`src/rtl/tcg_pkg.sv`:
```
package tcg_pkg;

    typedef enum logic {
        MODE_CAPTURE = 1'b0,
        MODE_WAVE    = 1'b1
    } tcg_mode_e;

    typedef struct packed {
        tcg_mode_e mode;
        logic      bload_stop;
        logic      bload_off;
        logic      cmatch_stop;
        logic      cmatch_off;
        logic      b_is_trigger;
    } tcg_cfg_t;

    typedef struct packed {
        logic start;
        logic stop;
        logic off;
    } tcg_evt_t;

    // Mode-dependent choice of stop and disable sources.
    function automatic tcg_evt_t pick_events(
        input tcg_cfg_t cfg,
        input logic     bload,
        input logic     cmatch,
        input logic     sw_off,
        input logic     any_trig
    );
        tcg_evt_t e;
        if (cfg.mode == MODE_WAVE) begin
            e.stop = cmatch & cfg.cmatch_stop;
            e.off  = sw_off | (cmatch & cfg.cmatch_off);
        end else begin
            e.stop = bload & cfg.bload_stop;
            e.off  = sw_off | (bload & cfg.bload_off);
        end
        e.start = any_trig;
        return e;
    endfunction

endpackage

```
`src/rtl/tcg_event_sel.sv`:
```
module tcg_event_sel
    import tcg_pkg::*;
(
    input  tcg_cfg_t cfg,
    input  logic     cmd_disable,
    input  logic     trig_sw,
    input  logic     trig_sync,
    input  logic     trig_ext,
    input  logic     bload_evt,
    input  logic     cmp_hit,
    output tcg_evt_t evt
);
    logic any_trig;

    assign any_trig = trig_sw | trig_sync | trig_ext;

    always_comb begin
        evt = pick_events(cfg, bload_evt, cmp_hit, cmd_disable, any_trig);
    end
endmodule

```
`src/rtl/tcg_gate.sv`:
```
module tcg_gate
    import tcg_pkg::*;
(
    input  logic     clk,
    input  logic     rst,
    input  logic     cmd_enable,
    input  tcg_evt_t evt,
    input  logic     tick,
    output logic     en_q,
    output logic     run_q,
    output logic     gated
);
    always_ff @(posedge clk) begin
        if (rst) begin
            en_q  <= 1'b0;
            run_q <= 1'b0;
        end else if (evt.off) begin
            en_q  <= 1'b0;
            run_q <= 1'b0;
        end else begin
            if (cmd_enable) en_q <= 1'b1;
            if (en_q) begin
                if (evt.stop)       run_q <= 1'b0;
                else if (evt.start) run_q <= 1'b1;
            end
        end
    end

    assign gated = tick & en_q & run_q;
endmodule

```
`src/rtl/tcg_counter.sv`:
```
module tcg_counter #(
    parameter int CNT_W = 16
) (
    input  logic             clk,
    input  logic             rst,
    input  logic             inc,
    input  logic [CNT_W-1:0] c_val,
    output logic [CNT_W-1:0] cnt,
    output logic             hit
);
    localparam logic [CNT_W-1:0] ONE = {{(CNT_W-1){1'b0}}, 1'b1};

    always_ff @(posedge clk) begin
        if (rst)      cnt <= '0;
        else if (inc) cnt <= cnt + ONE;
    end

    assign hit = inc & (cnt == c_val);
endmodule

```
`src/rtl/tcg_channel.sv`:
```
module tcg_channel
    import tcg_pkg::*;
#(
    parameter int CNT_W = 16
) (
    input  logic             clk,
    input  logic             rst,
    input  logic             cfg_wave,
    input  logic             cfg_bload_stop,
    input  logic             cfg_bload_off,
    input  logic             cfg_cmatch_stop,
    input  logic             cfg_cmatch_off,
    input  logic             cfg_b_is_trigger,
    input  logic             cmd_enable,
    input  logic             cmd_disable,
    input  logic             trig_sw,
    input  logic             trig_sync,
    input  logic             trig_ext,
    input  logic             bload_evt,
    input  logic             tick,
    input  logic [CNT_W-1:0] cmp_c_val,
    output logic             count_en,
    output logic [CNT_W-1:0] count_val,
    output logic             cmp_match,
    output logic             clk_on,
    output logic             line_a_oe,
    output logic             line_b_oe
);
    tcg_cfg_t cfg;
    tcg_evt_t evt;
    logic     en_q;
    logic     run_q;

    always_comb begin
        cfg.mode         = cfg_wave ? MODE_WAVE : MODE_CAPTURE;
        cfg.bload_stop   = cfg_bload_stop;
        cfg.bload_off    = cfg_bload_off;
        cfg.cmatch_stop  = cfg_cmatch_stop;
        cfg.cmatch_off   = cfg_cmatch_off;
        cfg.b_is_trigger = cfg_b_is_trigger;
    end

    tcg_event_sel u_sel (
        .cfg         (cfg),
        .cmd_disable (cmd_disable),
        .trig_sw     (trig_sw),
        .trig_sync   (trig_sync),
        .trig_ext    (trig_ext),
        .bload_evt   (bload_evt),
        .cmp_hit     (cmp_match),
        .evt         (evt)
    );

    tcg_gate u_gate (
        .clk        (clk),
        .rst        (rst),
        .cmd_enable (cmd_enable),
        .evt        (evt),
        .tick       (tick),
        .en_q       (en_q),
        .run_q      (run_q),
        .gated      (count_en)
    );

    tcg_counter #(.CNT_W(CNT_W)) u_cnt (
        .clk   (clk),
        .rst   (rst),
        .inc   (count_en),
        .c_val (cmp_c_val),
        .cnt   (count_val),
        .hit   (cmp_match)
    );

    assign clk_on    = en_q;
    assign line_a_oe = (cfg.mode == MODE_WAVE);
    assign line_b_oe = (cfg.mode == MODE_WAVE) & ~cfg.b_is_trigger;
endmodule

```
`config.mk`:
```
export PLATFORM = sky130hd
export DESIGN_NAME = tcg_channel
export DESIGN_NICKNAME = d
export VERILOG_FILES = /design/src/rtl/tcg_pkg.sv /design/src/rtl/tcg_event_sel.sv /design/src/rtl/tcg_gate.sv /design/src/rtl/tcg_counter.sv /design/src/rtl/tcg_channel.sv
export SDC_FILE = /design/constraint.sdc
export NUM_CORES = 1
export LEC_CHECK = 0
export ABC_CLOCK_PERIOD_IN_PS = 4780
export BUFFER_PORTS_ARGS = -buffer_cell sky130_fd_sc_hd__buf_2
export CAP_MARGIN = 10
export CORE_ASPECT_RATIO = 1.4
export CORE_MARGIN = 5
export CORE_UTILIZATION = 49
export CTS_CLUSTER_SIZE = 30
export DETAILED_ROUTE_END_ITERATION = 12
export PLACE_DENSITY = 0.84
export SYNTH_ARGS = -nofsm -noshare
export SYNTH_HDL_FRONTEND = slang
export SYNTH_HIERARCHICAL = 1
export SYNTH_SLANG_ARGS = --single-unit
```
`constraint.sdc`:
```
create_clock -name clk -period 4.78 [get_ports clk]
set_input_delay 0.239 -clock clk [delete_from_list [all_inputs] [get_ports clk]]
set_output_delay 0.239 -clock clk [all_outputs]
set_load 0.005 [all_outputs]
```
======== Word-level counts from Yosys, hierarchy flattened ========
Index checks and enable logic that the tools add are counted.
word-level totals
  output and inout port bits .............. 21
  input port bits ......................... 31
  flip-flop bits (word level) ............. 18
cells by class
  reduce and logical (&&, ||, !) cells .... 3
  equal/unequal tests ..................... 1
  $add $sub $neg .......................... 1
  multiplexer cells ....................... 4
  bitwise gates (word level) .............. 13
operators with widths
  cell                     number
  $add A16 B1 Y16 const B  1
  $eq A16 B16 Y1           1
  $and A1 B1 Y1            8
  $or A1 B1 Y1             4
  $mux W1                  3
  $mux W2                  1
  $reduce_and A2 Y1        1
  $reduce_bool A2 Y1       1
  $reduce_or A2 Y1         1
  $not A1 Y1               1

======== Depth between registers and ports, before layout ========
  depth after elaboration ................. 8
  depth in mapped cells ................... 7
  depth with buffers taken out ............ 7

======== Hierarchy ========
Netlist, hierarchy kept.
by module, submodules not included
  module         cells an instance  instances  area an instance (um^2)  sequential area each (um^2)
  tcg_counter    107                1          927.1                    320.3
  tcg_gate       7                  1          80.1                     40.0
  tcg_event_sel  7                  1          46.3                     0.0
  tcg_channel    2                  1          21.3                     0.0

======== Worst setup path after synthesis ========
Ideal clock, no wire load.
  kind .................................... reg2reg
  start ................................... register u_cnt.cnt[12]
  end ..................................... register u_gate.run_q
  cell stages (with the launch flop) ...... 7
  setup slack ............................. 3.118 ns
  clock period less this slack ............ 1.662 ns
  path buffers ............................ 0
  arrival time ............................ 1.531 ns
  cell sequence ........................... dfxtp_1 > xor2_1 > nor4_1 > nand4_1 > nor4_2 > a311o_1 > a2111oi_2
RTL lines
  what                    line               RTL
  from (decl)             tcg_counter.sv:8   output logic [CNT_W-1:0] cnt,
  from (signal assigned)  tcg_counter.sv:15  else if (inc) cnt <= cnt + ONE;
  to (signal assigned)    tcg_gate.sv:16     run_q <= 1'b0;
  to (signal assigned)    tcg_gate.sv:19     run_q <= 1'b0;
  to (signal assigned)    tcg_gate.sv:23     if (evt.stop) run_q <= 1'b0;
  to (decl)               tcg_gate.sv:10     output logic run_q,

======== Worst setup path in the final report ========
  start ................................... register u_cnt.cnt[0]
  end ..................................... output port cmp_match
between the ends
  longest elaborated chain between the ends .. 2
ends and longest elaborated chain
  what            line               RTL
  $eq A16 B16 Y1  tcg_counter.sv:18  assign hit = inc & (cnt == c_val);
  $and A1 B1 Y1   tcg_counter.sv:18
  to (decl)       tcg_channel.sv:24  output logic cmp_match,
Every way passes these cells.

==> flow_summary.ini <==
[run_status]
outcome = finished clean

[synth]
yosysUniqueCellTypes = 32
synthTopCellsByArea = dfxtp_1 (34%), xnor2_1 (14%), xor2_1 (8.1%)
synth_fp_nets = 155
avgSynthCellArea_um2 = 8.74
synth_area_mm2 = 0.00107
yosys_warnings = 6
yosysSeqAreaShare_pct = 33.5
syn_inst = 123
synth.largest_area_cell = dfxtp_1
yosys.area.top_type_share_pct = 33.5
synth-seq-cells = 18

[sta]
finalCritPeriodShare_pct = 42.3
rsz0062_at_grt = false
holdWs_ns = 0.246
finalHoldViolCount = 0
tightest_slew_ns = 0.421
period_minus_slack_ns = 2.02
finClkSkew_ns = 0.00337
maxSlewViolCount = 0
fmax_ghz = 0.494
finalSetupViolCount = 0
fin_ws_ns = 2.76
fin_tns_setup_ns = 0
max_slew_margin_pct = 71.7

[layout]
nNetsFinal = 204
stdcell_count = 193
final_common_cell = buf_2
layout-drive-gt1-share_pct = 38.0
antennaDiodeCount = 0
area_growth_pct = 26.2
final_cell_mix = buf_2 (51), dfxtp_1 (18), xnor2_1 (17), nor2_1 (17)
fillers = 206

[worst_setup_path]
crit_chain = xor2_1 -> nor4_1 -> nand4_1 -> nor4_2 -> buf_2
cp_slowest_cell = dfxtp_1
path_delay_family = simple AND/OR/NAND/NOR gates
path_class = flop to output pin
worst-path-buf-inv = 1
start_kind = flop
worstPathArrival_ns = 1.78
worst-path-max-fanout = 6
endpoint_kind = output pin
required_ns = 4.54
cp_slowest_stage_delay_ns = 0.39

[drt]
vias = 1047
drcViolationCount = 0
ant_nets = 0
first_pass_iters = 4
wl_per_cell_um = 14.6
finalWirelength_mm = 2.82
via_per_inst = 5.42
dr.first_iter.drc_count = 51

[clock_network]
clk_pin_slew_ns = 0.10
cts_tree = built
cts_buffers = 3
postCtsSetupRepairBufs = 0
clk_path_buf_depth = 2
postCtsResizedCells = 0
worstSkewPairLatency_ns = 0.29
ctsHoldBuffers = 0
clock-sinks = 18
h-tree-depth = 1
cts_root_buf = clkbuf_4

[power]
ir_drop_mv = 0.150
p_seq_share_pct = 55.3
combPwrFrac_pct = 10.9
p_sw_w = 0.0000600
leakage_nw = 0.599
power.internal_w = 0.000213
p_clk_share_pct = 33.8
p_sw_share_pct = 21.9
pwr_density_cell_mw_per_mm2 = 202

[global_routing]
grt_usage_pct = 18.2
grt_pass1_wl_mm = 4.74
gr-usage-met2_pct = 31.1
busiest_layer = met2
grt_pass1_vias = 1061
antenna_found_initial = 0
grtUsageMet3_pct = 3.63
grt_max_degree = 22
overflow = 0
met1_usage_pct = 21.0

[floorplanning]
die_y_um = 65.4
core_mm2 = 0.00213
die_area_mm2 = 0.00324
rows = 20
start_util_pct = 50.5
ios = 52
die_x_um = 49.6

[placement]
dp_cells = 189
port_buffers = 51
post-place-ws_ns = 3.03
place_hpwl_mm = 2.23
place.gp.congestion = 0.796

[run]
maxCapViolations = 0

[worst_hold_path]
hold_class = input pin to flop
per-stage QoR:
stage	instance area, µm²	total power (W)	utilization [%]
finish	1360	0.000274	63.8
global route	1360	0.000288	63.8
CTS	1360	0.000277	63.8
detailed placement	1320	0.000185	62.1
global placement	1320	0.000184	62.1
floorplan	1070	0.000168	-
area by class of cell:
cell class | instances | area (µm²) | area share (%)
multi-input combinational | 98 | 677 | 49.9
tap | 22 | 27.5 | 2.03
timing repair buffer | 51 | 255 | 18.8
sequential | 18 | 360 | 26.6
clock buffer | 4 | 36.3 | 2.68
synthesized netlist by cell type (all sizes together):
master,n
nor3,3
o21ai,4
nor2b,1
nor2,18
mux2i,1
a21oi,3
buf,6
nor4,4
nand3,2
and3,3
and4,2
nand2,9
and3b,1
nand4,11
xor2,10
ha,1
a311o,1
or3,2
nand2b,3
a31o,1
dfxtp,18
xnor2,17
a2111oi,1
clkbuf,1
metal layers:
layer / part of all wire, % / vias up
li1: - / 525
met1: 39 / 474
met2: 51 / 40
met5: 0 / -
met4: 2.1 / 0
met3: 8.0 / 8
tightest hold or removal path, stage by stage:
cell,delay [ns]
buf_2,0.10
nor2_1,0.10
nor3_1,0.06
path summary, 6_finish.rpt:
path	startpoint	endpoint	slack, ns	depth (start not counted)
setup / recovery	u_cnt/cnt[0]	cmp_match	2.76	5
hold / removal	cmd_enable	u_gate/en_q	0.25	3
setup reg to reg	u_cnt/cnt[0]	u_gate/en_q	3.02	6
hold reg to reg	u_cnt/cnt[15]	u_cnt/cnt[15]	0.52	2
flip-flops by register name, summed over array words and instances, names as in the netlist:
register,count
u_cnt/cnt,16
u_gate/en_q,1
u_gate/run_q,1
power groups by stage:
stage | sequential [W] | clock [W] | combinational [W]
final | 0.000151 | 0.0000924 | 0.0000299
after global routing | 0.000151 | 0.000103 | 0.0000331
after CTS | 0.000151 | 0.0000958 | 0.0000304
after detailed placement | 0.000155 | 0 | 0.0000303
after global placement | 0.000155 | 0 | 0.0000293
after floorplan | 0.000155 | 0 | 0.0000136
cell families (layout without fill, tap and decap cells):
logic type / count (synthesis) / after routing / synth area share, %
AND/OR/NAND/NOR: 59 / 59 / 32.1
XOR/XNOR: 27 / 27 / 22.0
flip-flops: 18 / 18 / 33.5
AO/OA/AOI/OAI: 10 / 10 / 6.75
buffers and inverters: 7 / 55 / 3.49
adder cells (fa/ha/maj): 1 / 1 / 1.16
multiplexers: 1 / 1 / 0.931
Note: power is estimated with default switching activity, not from simulation.
